File: config.mk
export PLATFORM = sky130hd
export DESIGN_NAME = cfsig_monitor
export DESIGN_NICKNAME = d
export VERILOG_FILES = /design/src/rtl/cfsig_pkg.sv /design/src/rtl/cfsig_fold.sv /design/src/rtl/cfsig_sigreg.sv /design/src/rtl/cfsig_alarm.sv /design/src/rtl/cfsig_monitor.sv
export SDC_FILE = /design/constraint.sdc
export NUM_CORES = 1
export LEC_CHECK = 0
export BUFFER_PORTS_ARGS = -buffer_cell sky130_fd_sc_hd__buf_4
export CAP_MARGIN = 20
export CORE_MARGIN = 2
export CORE_UTILIZATION = 49
export DETAILED_ROUTE_END_ITERATION = 8
export PLACE_DENSITY = 0.68
export SYNTH_ARGS = -nofsm -noshare
export SYNTH_HDL_FRONTEND = slang
export SYNTH_HIERARCHICAL = 1
export SYNTH_SLANG_ARGS = --single-unit
File: constraint.sdc
create_clock -name clk -period 9.89 [get_ports clk]
set_input_delay 1.4835 -clock clk [delete_from_list [all_inputs] [get_ports clk]]
set_output_delay 1.4835 -clock clk [all_outputs]
set_load 0.005 [all_outputs]
File: src/rtl/cfsig_pkg.sv
package cfsig_pkg;
  localparam int unsigned SIG_W = 32;
  localparam logic [SIG_W-1:0] CASTAGNOLI_REFL = 32'h82F63B78;

  typedef logic [SIG_W-1:0] sig_t;

  // beat kind, indexed by {check, update}
  typedef enum logic [1:0] {
    BEAT_PLAIN  = 2'b00,
    BEAT_UPDATE = 2'b01,
    BEAT_CHECK  = 2'b10,
    BEAT_BOTH   = 2'b11
  } beat_kind_e;
endpackage

File: src/rtl/cfsig_fold.sv
module cfsig_fold #(
  parameter int unsigned W = 32,
  parameter logic [W-1:0] POLY = 32'h82F63B78
) (
  input  logic [W-1:0] state_i,
  input  logic [W-1:0] word_i,
  output logic [W-1:0] state_o
);
  logic [W-1:0] stage [W+1];

  assign stage[0] = state_i ^ word_i;

  for (genvar g = 0; g < W; g++) begin : g_bit
    assign stage[g+1] = stage[g][0] ? ((stage[g] >> 1) ^ POLY) : (stage[g] >> 1);
  end

  assign state_o = stage[W];
endmodule

File: src/rtl/cfsig_sigreg.sv
module cfsig_sigreg #(
  parameter int unsigned W = 32,
  parameter logic [W-1:0] INIT = '0
) (
  input  logic         clk,
  input  logic         rst_n,
  input  logic         load_i,
  input  logic [W-1:0] next_i,
  output logic [W-1:0] sig_o
);
  always_ff @(posedge clk) begin
    if (!rst_n)      sig_o <= INIT;
    else if (load_i) sig_o <= next_i;
  end
endmodule

File: src/rtl/cfsig_alarm.sv
module cfsig_alarm #(
  parameter int unsigned W = 32
) (
  input  logic         clk,
  input  logic         rst_n,
  input  logic         cmp_en_i,
  input  logic [W-1:0] actual_i,
  input  logic [W-1:0] expect_i,
  output logic         alarm_o
);
  logic miss;
  assign miss = cmp_en_i && (actual_i != expect_i);

  always_ff @(posedge clk) begin
    if (!rst_n)    alarm_o <= 1'b0;
    else if (miss) alarm_o <= 1'b1;
  end
endmodule

File: src/rtl/cfsig_monitor.sv
module cfsig_monitor
  import cfsig_pkg::*;
#(
  parameter int unsigned W = SIG_W,
  parameter logic [W-1:0] POLY = CASTAGNOLI_REFL,
  parameter logic [W-1:0] INIT = '0
) (
  input  logic         clk,
  input  logic         rst_n,
  input  logic         in_valid,
  output logic         in_ready,
  input  logic [W-1:0] in_insn,
  input  logic         in_is_update,
  input  logic         in_is_check,
  input  logic [W-1:0] in_operand,
  output logic [W-1:0] sig_out,
  output logic         alarm
);
  logic         run_q;
  logic         accept;
  beat_kind_e   kind;
  logic [W-1:0] folded;
  logic [W-1:0] next_sig;
  logic [W-1:0] patch;

  always_ff @(posedge clk) begin
    if (!rst_n) run_q <= 1'b0;
    else        run_q <= 1'b1;
  end

  assign in_ready = run_q;
  assign accept   = in_valid && run_q;
  assign kind     = beat_kind_e'({in_is_check, in_is_update});

  cfsig_fold #(.W(W), .POLY(POLY)) u_fold (
    .state_i (sig_out),
    .word_i  (in_insn),
    .state_o (folded)
  );

  always_comb begin
    unique case (kind)
      BEAT_UPDATE, BEAT_BOTH: patch = in_operand;
      default:                patch = '0;
    endcase
  end

  assign next_sig = folded ^ patch;

  cfsig_sigreg #(.W(W), .INIT(INIT)) u_sig (
    .clk    (clk),
    .rst_n  (rst_n),
    .load_i (accept),
    .next_i (next_sig),
    .sig_o  (sig_out)
  );

  cfsig_alarm #(.W(W)) u_alarm (
    .clk      (clk),
    .rst_n    (rst_n),
    .cmp_en_i (accept && ((kind == BEAT_CHECK) || (kind == BEAT_BOTH))),
    .actual_i (sig_out),
    .expect_i (in_operand),
    .alarm_o  (alarm)
  );
endmodule

======== Yosys cells after proc, flatten, opt, wreduce, memory -nomap -nowiden ========
Cells that the tools add are included.
Widths: inputs -> output; s select.
word-level totals
  bits of input ports ..................... 69
  word-level logic and storage cells ...... 80
  flip-flop bits (word level) ............. 34
  output and inout bits ................... 34
cells by class
  eq/ne operators ......................... 4
  bitwise gates (word level) .............. 34
  muxes and demuxes ....................... 34
  reduce and logical (&&, ||, !) cells .... 5
operator list
  kind                number
  $mux 32             33
  $not 16->17         32
  $xor 32x32->32      2
  $ne 32x32->1        1
  $eq 2x2->1 const B  2
  $logic_and 1x1->1   3
  $eq 2x1->1 const B  1
  $reduce_or 2->1     1
  $logic_or 1x1->1    1
  $mux 1              1

======== Logic depth before layout (Yosys ltp) ========
  depth after elaboration ................. 66
  depth in mapped cells ................... 13
  depth with buffers taken out ............ 12

======== By module ========
The synthesis kept the hierarchy.
by module, submodules not included
  module         area each (µm²)  sequential area each (µm²)  times used  cells each
  cfsig_fold     4415.5           0.0                         1           314
  cfsig_sigreg   1243.7           640.6                       1           103
  cfsig_monitor  466.7            20.0                        1           70
  cfsig_alarm    377.9            20.0                        1           46

======== Worst setup path before layout ========
Ideal clock, no wire load.
  kind .................................... input to register
  from .................................... input port in_insn[2]
  to ...................................... register u_sig.sig_o[21]
  stages .................................. 12
  path slack .............................. 4.073 ns
  arrival time ............................ 5.701 ns
  path through ............................ xnor2_2 > xnor3_2 > xnor2_4 > xnor3_1 > xor3_1 > xnor2_4 > xnor3_2 > xor2_2 > xor3_1 > xnor2_1 > mux2i_1 > nor2b_1
on the way
  cells in the longest elaborated chain, start to end .. 51
ends and longest elaborated chain
  item                                                            line                 RTL
  from (decl)                                                     cfsig_monitor.sv:12  input logic [W-1:0] in_insn,
  $xor 32x32->32 *                                                cfsig_fold.sv:11     assign stage[0] = state_i ^ word_i;
  $mux 32 * (3 in series)                                         cfsig_fold.sv:14     assign stage[g+1] = stage[g][0] ? ((stage[g] >> 1) ^ POLY) : (stage[g] >> 1);
  $not 16->17 (no source line)                                    n/a
  $mux 32 * (2 in series)                                         cfsig_fold.sv:14
  $not 16->17 (no source line) / $mux 32 (equally long branches)  n/a
  $mux 32 *                                                       cfsig_fold.sv:14
  $not 16->17 (no source line)                                    n/a
  $mux 32 * (2 in series)                                         cfsig_fold.sv:14
  [... 29 more ...]                                               n/a
  $mux 32 * (5 in series)                                         cfsig_fold.sv:14
  $not 16->17 (no source line) / $mux 32 (equally long branches)  n/a
  $mux 32 *                                                       cfsig_fold.sv:14
  $not 16->17 (no source line)                                    n/a
  $mux 32 *                                                       cfsig_fold.sv:14
  net folded[21]                                                  cfsig_monitor.sv:22  logic [W-1:0] folded;
  $xor 32x32->32 *                                                cfsig_monitor.sv:48  assign next_sig = folded ^ patch;
  net next_sig[21]                                                cfsig_monitor.sv:23  logic [W-1:0] next_sig;
  to (signal assigned)                                            cfsig_sigreg.sv:13   else if (load_i) sig_o <= next_i;
  to (decl)                                                       cfsig_sigreg.sv:9    output logic [W-1:0] sig_o
The timed path passes the listed nets; every way through them passes the cells marked *.
A chain may end at the register's enable or synchronous reset.

======== Final worst setup path ========
  from .................................... input port in_insn[10]
  to ...................................... register u_sig.sig_o[22]
on the way
  cells in the longest elaborated chain, start to end .. 51
ends and longest elaborated chain
  item                                                            line
  $xor 32x32->32 *                                                cfsig_fold.sv:11
  $not 16->17 (no source line)                                    n/a
  $mux 32 *                                                       cfsig_fold.sv:14
  $not 16->17 (no source line)                                    n/a
  $mux 32 * (2 in series)                                         cfsig_fold.sv:14
  $not 16->17 (no source line)                                    n/a
  $mux 32 *                                                       cfsig_fold.sv:14
  $not 16->17 (no source line)                                    n/a
  [... 31 more ...]                                               n/a
  $mux 32 * (6 in series)                                         cfsig_fold.sv:14
  $not 16->17 (no source line) / $mux 32 (equally long branches)  n/a
  $mux 32 *                                                       cfsig_fold.sv:14
  $not 16->17 (no source line) / $mux 32 (equally long branches)  n/a
  $mux 32 *                                                       cfsig_fold.sv:14
  net folded[22]                                                  cfsig_monitor.sv:22
  $xor 32x32->32 *                                                cfsig_monitor.sv:48
  net next_sig[22]                                                cfsig_monitor.sv:23
Marks and branches as above.

==> flow_metrics.env <==
export IMPL_grt_total_usage_pct=27.87
export IMPL_cp_top_family="XOR/XNOR gates"
export IMPL_route_detailed_drc=0
export IMPL_area_growth_pct=15.99
export IMPL_max_cap_violations=0
export IMPL_fin_crit_sh_pct=66.80
export IMPL_syn_avg_cell_area_um2=12.20
export IMPL_synth_compound_area_share_pct=0.1154
export IMPL_critPathKind="input port to flip-flop"
export IMPL_cts_made_buffers=5
export IMPL_hold_path_class="flip-flop to flip-flop"
export IMPL_synth_top_area_share_pct=30.82
export IMPL_synth_area_leaders="xnor3_1, xnor2_1, dfxtp_1"
export IMPL_synthSimpleGateAreaFrac_pct=6.195
export IMPL_cp_num_buf_inv=1
export IMPL_synth_seq_cells=34
export IMPL_nets=701
export IMPL_synth_xor_xnor_area_share_pct=76.34
export IMPL_drtIter0Drc=341
export IMPL_layout_drive_gt1_share_pct=21.20
export IMPL_die_h_um=119.2
export IMPL_required_ps=10110
export IMPL_path_cells="buf_4, xnor2_1, xnor2_1, xnor3_1, xnor3_1, xnor3_1, xnor3_1, xor3_1, xnor3_2, xnor3_1, xnor2_1, mux2i_1, nor2b_1"
export IMPL_crit_arrival_ps=6830
export IMPL_fp_row_count=42
export IMPL_worstMarginPinSlew_ps=1035
export IMPL_cts_root_buf="clkbuf_16"
export IMPL_synth_edff_count=0
export IMPL_initial_core_util_pct=49.70
export IMPL_slew_viol_final=0
export IMPL_yosysTopAreaCell="xnor3_1"
export IMPL_crit_top_cell="xnor3_1"
export IMPL_antenna_left=0
export IMPL_endpoint_kind="flip-flop"
export IMPL_syn_instance_count=533
export IMPL_cpPeakStageDelay_ps=750
export IMPL_synthTopCellsByCount="xnor2_1, xnor3_1, xor2_1"
export IMPL_cts_clk_slew_worst_paths_ps=60
export IMPL_synth_most_common_cell="xnor2_1"
export IMPL_ios=103
export IMPL_post_cts_resized=0
export IMPL_die_area_um2=14210
export IMPL_core_area_um2=13090
export IMPL_muxShareOfSynthArea_pct=4.925
export IMPL_final_setup_viol_count=0
export IMPL_postCtsSetupBuffers=0
export IMPL_syn_num_nets=602
export IMPL_placed_area_um2=7375
export IMPL_syn_area_um2=6504
export IMPL_status="completed"
export IMPL_async_flop_share_pct=0
export IMPL_cts_sink_count=34
export IMPL_port_buffers=102
export IMPL_clock_path_buffers=2
export IMPL_ys_types=22
export IMPL_synth_adder_area_share_pct=0
export IMPL_hold_viol=0
export IMPL_die_w_um=119.2
export IMPL_clkLatencyLatePin_ps=280
export IMPL_diodes=0
export IMPL_grt_pass1_wl_um=28700
export IMPL_rsz0062_at_grt="no"
export IMPL_dp_hpwl_um=16010
export IMPL_n_fill_cell=1126
export IMPL_detail_route_wl_per_cell_um=23.79
export IMPL_synth_ff_type="dfxtp_1"
export IMPL_grt_pass1_vias=4524
export IMPL_h_tree_depth=2
export IMPL_synth_top_family_by_area="XOR/XNOR gates"
export IMPL_ctsHoldBuffers=0
export IMPL_slowest_stage="xnor2_1"
export IMPL_maxSlewHeadroom_pct=31.00
export IMPL_grt_max_degree=36
export IMPL_synth_seq_area_share_pct=10.47
export IMPL_critPathMaxFanout=7
export IMPL_post_route_cell_area_um2=7543
export IMPL_tns_ps=0
export IMPL_drt_first_pass_iters=4
export IMPL_fmax_mhz=151.4
export IMPL_finalClockSkew_ps=3.333
export IMPL_period_needed_ps=6606
export IMPL_routed_via_count=4168
export IMPL_antenna_found_initial=0
export IMPL_cts_tree="yes"
export IMPL_place_congestion=0.9830
export IMPL_grt_overflow=0
export IMPL_viasPerCell=5.158
export IMPL_yosysWarnings=6
export IMPL_drt_wl_total_um=19230
export IMPL_cp_start_kind="input port"
==> sequential cells by signal, summed over array words and instances, names as in the netlist <==
register and count:
in_ready 1, u_sig/sig_o 32, u_alarm/alarm_o 1
==> tightest hold or removal path: cells and delay by family (launching register included) <==
| family | cells | cell delay (ps) |
|---|---|---|
| flip-flops | 1 | 320 |
| AND/OR/NAND/NOR | 2 | 100 |
==> kinds of logic (layout without fill, tap and decap cells) <==
logic type | Yosys count | in the layout
buf+inv | 12 | 111
mux | 32 | 32
simple gates | 78 | 78
flops | 34 | 34
compound gates | 1 | 1
xor+xnor | 376 | 376
==> layout by cell type (no fill, tap or decap) <==
cell	count
xnor2_4	3
xnor3_2	4
bufinv_16	1
nor4_1	8
buf_4	103
xnor2_2	12
inv_1	1
xnor3_1	89
clkbuf_8	1
clkbuf_16	5
and3_1	1
nand4_1	2
nor2b_1	32
xor2_2	4
xnor2_1	176
dfxtp_1	34
xor2_1	74
mux2i_1	32
and2_2	1
o211ai_1	1
xor3_1	14
nand2_1	34
==> cell type report <==
cell class / count / area, µm² / share of cell area, %
multi-input combinational: 487 / 5697 / 75.52
timing repair buffer: 103 / 773.2 / 10.25
sequential: 34 / 680.7 / 9.023
tap: 176 / 220.2 / 2.919
clock buffer: 6 / 138.9 / 1.841
clock inverter: 1 / 30.03 / 0.3981
inverter: 1 / 3.754 / 0.04976
==> metrics by stage <==
| stage | instances | setup WS [ps] | util [%] | hold WS, ps |
|---|---|---|---|---|
| floorplan | 533 | 4073 | - | 438.8 |
| global placement | 801 | 3094 | 56.36 | 437.1 |
| detailed placement | 801 | 2985 | 56.36 | 452.8 |
| CTS | 808 | 3287 | 57.65 | 468.5 |
| global route | 808 | 3126 | 57.65 | 493.1 |
| finish | 808 | 3284 | 57.65 | 465.0 |
==> worst paths after layout <==
kind	cells after the start	start	slack [ps]	endpoint
hold / removal	2	u_alarm/alarm_o	470	u_alarm/alarm_o
setup reg to reg	12	u_sig/sig_o[10]	4220	u_sig/sig_o[22]
setup / recovery	13	in_insn[10]	3280	u_sig/sig_o[22]
hold reg to reg	2	u_alarm/alarm_o	470	u_alarm/alarm_o
==> metal layers <==
layer | part of all wire (%) | global-route usage, % | vias to the layer above
li1 | - | - | 1957
met1 | 44 | 37.48 | 2057
met2 | 48 | 47.05 | 129
met3 | 5.2 | 4.167 | 25
met4 | 2.5 | 7.515 | 0
met5 | 0 | 0 | -
Power is left out: the tool's default activity adds up to more than one toggle a clock period on the data nets, which glitch-free logic cannot reach.
